===== src/rtl/wdt_pkg.sv =====
package wdt_pkg;
    localparam int SEL_W = 4;
    localparam int ADDR_W = 8;
    localparam int DATA_W = 32;

    localparam logic [ADDR_W-1:0] A_CTRL    = 8'h00;
    localparam logic [ADDR_W-1:0] A_TSEL    = 8'h04;
    localparam logic [ADDR_W-1:0] A_COUNT   = 8'h08;
    localparam logic [ADDR_W-1:0] A_RESTART = 8'h0C;
    localparam logic [ADDR_W-1:0] A_STATUS  = 8'h10;
    localparam logic [ADDR_W-1:0] A_ICLR    = 8'h14;

    localparam logic [DATA_W-1:0] RESTART_KEY = 32'h0000_0076;

    typedef struct packed {
        logic             en;
        logic             two_stage;
        logic [SEL_W-1:0] sel;
    } cfg_t;
endpackage


===== src/rtl/wdt_regs.sv =====
module wdt_regs
    import wdt_pkg::*;
#(
    parameter int CNT_W = 31
) (
    input  logic              clk,
    input  logic              rst_n,
    input  logic [ADDR_W-1:0] addr_i,
    input  logic              wr_i,
    input  logic              rd_i,
    input  logic [DATA_W-1:0] wdata_i,
    input  logic [CNT_W-1:0]  count_i,
    input  logic              irq_i,
    output logic [DATA_W-1:0] rdata_o,
    output cfg_t              cfg_o,
    output logic              kick_o,
    output logic              iclr_o
);
    cfg_t cfg_d, cfg_q;

    always_comb begin
        cfg_d = cfg_q;
        if (wr_i && addr_i == A_CTRL) begin
            cfg_d.en        = cfg_q.en | wdata_i[0];
            cfg_d.two_stage = wdata_i[1];
        end
        if (wr_i && addr_i == A_TSEL) begin
            cfg_d.sel = wdata_i[SEL_W-1:0];
        end
    end

    always_ff @(posedge clk or negedge rst_n) begin
        if (!rst_n) cfg_q <= '0;
        else        cfg_q <= cfg_d;
    end

    always_comb begin
        kick_o = wr_i && (addr_i == A_RESTART) && (wdata_i == RESTART_KEY);
        iclr_o = rd_i && (addr_i == A_ICLR);
        rdata_o = '0;
        unique case (addr_i)
            A_CTRL:   rdata_o = {{(DATA_W-2){1'b0}}, cfg_q.two_stage, cfg_q.en};
            A_TSEL:   rdata_o = {{(DATA_W-SEL_W){1'b0}}, cfg_q.sel};
            A_COUNT:  rdata_o = DATA_W'(count_i);
            A_STATUS: rdata_o = {{(DATA_W-1){1'b0}}, irq_i};
            default:  rdata_o = '0;
        endcase
    end

    assign cfg_o = cfg_q;

    p_en_sticky_r2: assert property (@(posedge clk) disable iff (!rst_n)
        cfg_q.en |=> cfg_q.en);
endmodule


===== src/rtl/wdt_counter.sv =====
module wdt_counter
    import wdt_pkg::*;
#(
    parameter int BASE_SHIFT = 16,
    parameter int CNT_W = BASE_SHIFT + (1 << SEL_W) - 1
) (
    input  logic             clk,
    input  logic             rst_n,
    input  logic             en_i,
    input  logic [SEL_W-1:0] sel_i,
    input  logic             reload_i,
    output logic [CNT_W-1:0] count_o,
    output logic             expire_o
);
    localparam int SHW = $clog2(BASE_SHIFT + (1 << SEL_W));

    typedef struct packed {
        logic [CNT_W-1:0] count;
    } cnt_st_t;

    cnt_st_t st_d, st_q;
    logic [CNT_W-1:0] full_val;
    logic [SHW-1:0]   shamt;

    always_comb begin
        shamt    = SHW'(BASE_SHIFT) + SHW'(sel_i);
        full_val = (CNT_W'(1) << shamt) - CNT_W'(1);
        expire_o = en_i && (st_q.count == '0);
        st_d     = st_q;
        if (reload_i || expire_o) begin
            st_d.count = full_val;
        end else if (en_i) begin
            st_d.count = st_q.count - CNT_W'(1);
        end
    end

    always_ff @(posedge clk or negedge rst_n) begin
        if (!rst_n) st_q.count <= (CNT_W'(1) << BASE_SHIFT) - CNT_W'(1);
        else        st_q       <= st_d;
    end

    assign count_o = st_q.count;

    p_hold_off_r4: assert property (@(posedge clk) disable iff (!rst_n)
        (!en_i && !reload_i) |=> $stable(st_q.count));

    p_step_down_r4: assert property (@(posedge clk) disable iff (!rst_n)
        (en_i && !reload_i && st_q.count != '0) |=> (st_q.count == $past(st_q.count) - CNT_W'(1)));

    p_reload_nonzero_r3: assert property (@(posedge clk) disable iff (!rst_n)
        reload_i |=> (st_q.count != '0));
endmodule


===== src/rtl/wdt_resp.sv =====
module wdt_resp #(
    parameter int RST_CYCLES = 8
) (
    input  logic clk,
    input  logic rst_n,
    input  logic expire_i,
    input  logic two_stage_i,
    input  logic iclr_i,
    output logic irq_o,
    output logic rst_req_o
);
    localparam int LW = $clog2(RST_CYCLES + 1);

    typedef struct packed {
        logic          irq;
        logic [LW-1:0] left;
    } resp_st_t;

    resp_st_t st_d, st_q;

    always_comb begin
        st_d = st_q;
        if (st_q.left != '0) st_d.left = st_q.left - LW'(1);
        if (expire_i) begin
            if (!two_stage_i) begin
                st_d.left = LW'(RST_CYCLES);
            end else if (!iclr_i) begin
                if (st_q.irq) st_d.left = LW'(RST_CYCLES);
                else          st_d.irq  = 1'b1;
            end
        end
        if (iclr_i) st_d.irq = 1'b0;
    end

    always_ff @(posedge clk or negedge rst_n) begin
        if (!rst_n) st_q <= '0;
        else        st_q <= st_d;
    end

    assign irq_o     = st_q.irq;
    assign rst_req_o = (st_q.left != '0);

    logic [LW:0] run_q;
    always_ff @(posedge clk or negedge rst_n) begin
        if (!rst_n)         run_q <= '0;
        else if (rst_req_o) run_q <= run_q + 1'b1;
        else                run_q <= '0;
    end

    p_direct_r5: assert property (@(posedge clk) disable iff (!rst_n)
        (expire_i && !two_stage_i && !st_q.irq) |=> (rst_req_o && !irq_o));

    p_first_warn_r6: assert property (@(posedge clk) disable iff (!rst_n)
        (expire_i && two_stage_i && !st_q.irq && !iclr_i && !rst_req_o) |=> (irq_o && !rst_req_o));

    p_second_rst_r7: assert property (@(posedge clk) disable iff (!rst_n)
        (expire_i && two_stage_i && st_q.irq && !iclr_i) |=> rst_req_o);

    p_pulse_len_r8: assert property (@(posedge clk) disable iff (!rst_n)
        $fell(rst_req_o) |-> (run_q == (LW+1)'(RST_CYCLES)));

    p_pulse_max_r8: assert property (@(posedge clk) disable iff (!rst_n)
        rst_req_o |-> (run_q < (LW+1)'(RST_CYCLES)));

    p_iclr_drop_r9: assert property (@(posedge clk) disable iff (!rst_n)
        iclr_i |=> !irq_o);
endmodule


===== src/rtl/wdt_top.sv =====
module wdt_top
    import wdt_pkg::*;
#(
    parameter int BASE_SHIFT = 16,
    parameter int RST_CYCLES = 8
) (
    input  logic        clk,
    input  logic        rst_n,
    input  logic [7:0]  bus_addr,
    input  logic        bus_wr,
    input  logic        bus_rd,
    input  logic [31:0] bus_wdata,
    output logic [31:0] bus_rdata,
    output logic        wdt_irq,
    output logic        wdt_rst_req
);
    localparam int CNT_W = BASE_SHIFT + (1 << SEL_W) - 1;

    cfg_t             cfg;
    logic             kick;
    logic             iclr;
    logic             expire;
    logic [CNT_W-1:0] count;

    wdt_regs #(.CNT_W(CNT_W)) u_regs (
        .clk     (clk),
        .rst_n   (rst_n),
        .addr_i  (bus_addr),
        .wr_i    (bus_wr),
        .rd_i    (bus_rd),
        .wdata_i (bus_wdata),
        .count_i (count),
        .irq_i   (wdt_irq),
        .rdata_o (bus_rdata),
        .cfg_o   (cfg),
        .kick_o  (kick),
        .iclr_o  (iclr)
    );

    wdt_counter #(.BASE_SHIFT(BASE_SHIFT), .CNT_W(CNT_W)) u_cnt (
        .clk      (clk),
        .rst_n    (rst_n),
        .en_i     (cfg.en),
        .sel_i    (cfg.sel),
        .reload_i (kick | iclr),
        .count_o  (count),
        .expire_o (expire)
    );

    wdt_resp #(.RST_CYCLES(RST_CYCLES)) u_resp (
        .clk         (clk),
        .rst_n       (rst_n),
        .expire_i    (expire),
        .two_stage_i (cfg.two_stage),
        .iclr_i      (iclr),
        .irq_o       (wdt_irq),
        .rst_req_o   (wdt_rst_req)
    );

    p_no_irq_when_off_r6: assert property (@(posedge clk) disable iff (!rst_n)
        !cfg.en |=> !$rose(wdt_irq));
endmodule


===== config.mk =====
export PLATFORM = sky130hd
export DESIGN_NAME = wdt_top
export DESIGN_NICKNAME = d
export VERILOG_FILES = /design/src/rtl/wdt_pkg.sv /design/src/rtl/wdt_regs.sv /design/src/rtl/wdt_counter.sv /design/src/rtl/wdt_resp.sv /design/src/rtl/wdt_top.sv
export SDC_FILE = /design/constraint.sdc
export NUM_CORES = 1
export LEC_CHECK = 0
export BUFFER_PORTS_ARGS = -buffer_cell sky130_fd_sc_hd__buf_2
export CORE_UTILIZATION = 57
export DETAILED_ROUTE_END_ITERATION = 6
export HOLD_SLACK_MARGIN = 0.02
export PLACE_DENSITY = 0.87
export SLEW_MARGIN = 20
export SYNTH_ARGS = -nofsm -noshare
export SYNTH_HDL_FRONTEND = slang
export SYNTH_HIERARCHICAL = 1
export SYNTH_SLANG_ARGS = --single-unit
export TNS_END_PERCENT = 1

===== constraint.sdc =====
create_clock -name clk -period 3.33 [get_ports clk]
set_input_delay 0.333 -clock clk [delete_from_list [all_inputs] [get_ports clk]]
set_output_delay 0.333 -clock clk [all_outputs]
set_load 0.01 [all_outputs]

---- After elaboration in Yosys (flattened, before gate mapping) ----
Cells that the tools add are included.
Widths: inputs -> output; s select.
operators by class
  $add $sub $neg .......................... 4
  eq/ne operators ......................... 6
  shift-type cells ........................ 1
  muxes and demuxes ....................... 10
  bitwise gates (word level) .............. 2
  reduce and logical (&&, ||, !) cells .... 14
operator list
  kind                   number
  $pmux 31 s4            1
  $mux 31                2
  $eq 32x7->1 const B    1
  $logic_not 31->1       1
  $shl 1x5->31 const A   1
  $sub 31x1->31 const B  1
  $sub 31x2->31 const B  1
  $eq 8x4->1 const B     2
  $eq 8x5->1 const B     2
  $mux 4                 3
  $mux 5                 2
  $eq 8x3->1 const B     1
  $logic_not 8->1        1
  $logic_and 1x1->1      6
  $reduce_bool 2->1      3
  $add 5x4->5 const A    1
  $reduce_bool 4->1      1
  $sub 4x1->4 const B    1
  $mux 1                 2
  $or 1x1->1             2
  $reduce_and 2->1       1
  $logic_or 1x1->1       1
word-level totals
  bits in registers ....................... 42
  input port bits ......................... 44
  output and inout bits ................... 34
  logic and storage cells ................. 43

---- Longest topological paths before layout ----
  depth in word-level cells ............... 7
  mapped depth ............................ 9
  mapped depth without buffers ............ 8

---- By module ----
The synthesis kept the hierarchy.
by module, submodules not included
  module       times used  cells each  area each (um2)  sequential area each (um2)
  wdt_counter  1           215         1925.6           795.8
  wdt_regs     1           78          693.2            150.1
  wdt_resp     1           24          261.5            125.1
  wdt_top      1           1           6.3              0.0

---- Worst setup path before layout ----
OpenSTA, ideal clock, no wires.
  kind .................................... register -> register
  start ................................... register, netlist name u_cnt/count_o[14]
  end ..................................... register, netlist name u_cnt/count_o[20]
  library setup time ...................... 0.126 ns
  arrival time ............................ 1.867 ns
  data required time ...................... 3.204 ns
  slack ................................... 1.337 ns
  cell stages (with the launch flop) ...... 7
  buffers on the path ..................... 1
  period minus slack after synthesis ...... 1.993 ns
  path through ............................ dfstp_2 -> or4_4 -> nor4_4 -> a41oi_2 -> buf_6 -> a211oi_2 -> a21oi_1
between the ends
  longest elaborated chain between the ends .. 4
  elaborated cells between the ends (all ways) .. 7
  those cells by class .................... add/sub: 1; mux: 2; reduce/logical: 4
ends and longest elaborated chain
  element
  parallel branches: the longest is 4 deep, another holds $sub 31x1->31
Parallel ways; which one is timed is not known. The select of a mux whose other input is x is not followed.
A chain may end at the register's enable or synchronous reset.

---- Final worst setup path ----
  start ................................... register, netlist name u_cnt/count_o[14]
  end ..................................... register, netlist name u_cnt/count_o[21]
between the ends
  longest elaborated chain between the ends .. 4
  elaborated cells between the ends (all ways) .. 7
  those cells by class .................... add/sub: 1; mux: 2; reduce/logical: 4
ends and longest elaborated chain
  element
  parallel branches: the longest is 4 deep, another holds $sub 31x1->31
Parallel ways; which one is timed is not known. The select of a mux whose other input is x is not followed.

==> results.json <==
{
  "outcome": "completed",
  "start_util_pct": 60.3,
  "dp_hpwl_um": 5070,
  "cts_tree": "built",
  "drv_slew": 0,
  "clkSlewWorstSetupHoldPaths_ns": 0.08,
  "setup-violations-final": 0,
  "ios": 78,
  "grt_pass1_vias": 2454,
  "grt_pass1_wl_um": 11300,
  "die_w_um": 73.2,
  "vias": 2615,
  "end_kind": "flop",
  "p_leak_nw": 1.44,
  "gp_congestion": 0.875,
  "place_area_um2": 3250,
  "wl_per_cell_um": 14.9,
  "clkPwrFrac_pct": 33.7,
  "synth_cell_types": 58,
  "intPower_uw": 859,
  "finalPower_mw": 1.18,
  "final_cells": 454,
  "synthToLayoutAreaGrowth_pct": 16.4,
  "drtAntennaViolNets": 0,
  "fin_ws_ns": 0.817,
  "cts_buffers": 5,
  "pwr-share-comb_pct": 14.3,
  "cp_max_fo": 35,
  "crit_path_start_kind": "flop",
  "ir_worst_vdd_mv": 0.244,
  "track_usage_pct": 27.8,
  "synthesis.area_um2": 2890,
  "place_inst": 446,
  "synth_edf_count": 0,
  "clock_latency_ns": 0.30,
  "worst_ep_required_time_ns": 3.50,
  "worst_pin_slew_ns": 0.899,
  "swShare_pct": 27.3,
  "dieArea_um2": 5350,
  "mostFrequentLayoutCells": "76 x buf_2, 27 x nor2_1, 26 x dfrtp_1",
  "fp-row-count": 25,
  "drive_above_1_share_pct": 33.9,
  "post_cts_buffers": 0,
  "cts.sinks": 42,
  "skew_ns": 0.00960,
  "fmax_mhz": 398,
  "drc_errors": 0,
  "synth_ff_type": "dfrtp_1",
  "rsz0062_at_grt": "false",
  "cts_resized": 0,
  "yosysSeqAreaShare_pct": 37.1,
  "min_period_over_period_pct": 75.5,
  "grt_max_degree": 43,
  "powerDensity_nw_per_um2": 351,
  "p_seq_share_pct": 52.0,
  "critPathKind": "reg2reg",
  "synth_nets": 365,
  "ys_ff_latch": 42,
  "h-tree-depth": 2,
  "setup_tns_ns": 0,
  "arrival_ns": 2.68,
  "synthArstFlopShare_pct": 100,
  "clockRootBuffer": "clkbuf_8",
  "p_sw_uw": 322,
  "yosys_warnings": 6,
  "synthCells": 318,
  "final_common_cell": "buf_2",
  "min_path_type": "in2async",
  "cts_hold_repair.buffers": 0,
  "ff2ff_setup_slack_ns": 0.82,
  "finalInstanceArea_um2": 3360,
  "num_antenna_cells": 0,
  "drtIter0Drc": 205,
  "coreArea_um2": 4790,
  "synth.avg_cell_area_um2": 9.08,
  "grt-ovfl-total": 0,
  "maxCapViolations": 0,
  "dr.pass1.iters": 4,
  "dpl_worst_slack_ns": 0.866,
  "fin_crit_ns": 2.51,
  "drt-total-wl_um": 6770,
  "die_y_um": 73.2,
  "slew_headroom_pct": 40.1,
  "final_nets": 433,
  "numPortBuffers": 76,
  "cts_buffer_depth": 2,
  "vias_per_cell": 5.76,
  "hold_viol_final": 0,
  "grt_antenna_before_repair": 0
}
==> worst paths after layout <==
check,startpoint,endpoint,cells after the start
max,u_cnt/count_o[14],u_cnt/count_o[21],6
min,rst_n,u_resp/st_q[2],1
max reg2reg,u_cnt/count_o[14],u_cnt/count_o[21],6
min reg2reg,u_cnt/count_o[6],u_cnt/count_o[6],2
max in group asynchronous,rst_n,u_regs/cfg_o[1],1
min in group clk,bus_wdata[2],u_regs/cfg_o[2],2
==> layer usage <==
layer / part of all wire, % / wire, um / track usage, %
met1: 44 / 2950 / 34.6
met2: 50 / 3410 / 47.0
met3: 4.2 / 281 / 6.63
met4: 1.9 / 131 / 9.59
met5: 0 / 0 / 0
==> cell families (layout without fill, tap and decap cells) <==
logic type      Yosys count  after routing  synth area share (%)
other cells               1              1                 0.130
xor+xnor                 26             26                  7.89
buf+inv                  25             94                  4.85
compound gates           47             47                  11.1
simple gates            163            163                  33.6
fa+ha+maj                 3              3                  1.30
flops                    42             42                  37.1
mux                      11             11                  4.12
==> state kept, by name (all words and copies together) (netlist names) <==
register / count
u_cnt/count_o: 31
u_resp/st_q: 4
u_regs/cfg_o: 6
u_resp/irq_o: 1
==> power by group through the flow <==
stage / combinational [mW] / clock (mW) / sequential, mW
finish: 0.169 / 0.398 / 0.614
global route: 0.188 / 0.427 / 0.620
CTS: 0.169 / 0.407 / 0.614
detailed placement: 0.168 / 0 / 0.622
global placement: 0.157 / 0 / 0.621
floorplan: 0.111 / 0 / 0.603
==> area by class of cell <==
| type | instances | area (um2) |
|---|---|---|
| repair buffers | 77 | 388 |
| well taps | 67 | 83.8 |
| flip-flops and latches | 42 | 1070 |
| inverters | 9 | 33.8 |
| fillers | 392 | 1430 |
| multi-input cells | 251 | 1680 |
| clock buffers | 5 | 68.8 |
| clock inverters | 3 | 40.0 |
==> worst max-delay path, cell delays in order (launching register included) <==
cell and delay (ns):
dfstp_2 0.40, or4_4 0.56, nor4_4 0.40, a41oi_2 0.34, buf_4 0.35, nor3b_1 0.24, a21oi_1 0.07
==> cells in the mapped netlist, drive strengths merged (3+ instances only) <==
cell type / count / area (um2)
nor3: 12 / 60.1
xnor2: 13 / 114
o21ai: 8 / 40.0
o22ai: 3 / 18.8
buf: 10 / 83.8
a21oi: 19 / 95.1
mux2: 7 / 78.8
or2: 4 / 25.0
nor2: 27 / 101
a32o: 3 / 30.0
nand2: 25 / 93.8
nand3b: 3 / 22.5
and2: 28 / 184
dfrtp: 26 / 651
mux2i: 4 / 40.0
nor4: 16 / 136
nor4bb: 3 / 30.0
nand4: 5 / 37.5
ha: 3 / 37.5
nor4b: 3 / 32.5
clkbuf: 6 / 22.5
nand3: 15 / 75.1
xor2: 13 / 114
dfstp: 16 / 420
inv: 9 / 33.8
or3: 9 / 56.3
==> through the flow <==
step,hold WS (ns),util [%]
5_1_grt,0.232,70.2
6_report,0.154,70.2
3_5_place_dp,0.514,67.9
2_1_floorplan,0.0374,-
4_1_cts,0.183,70.2
3_3_place_gp,0.505,67.9
No activity file was read; power rests on OpenSTA's default activity.
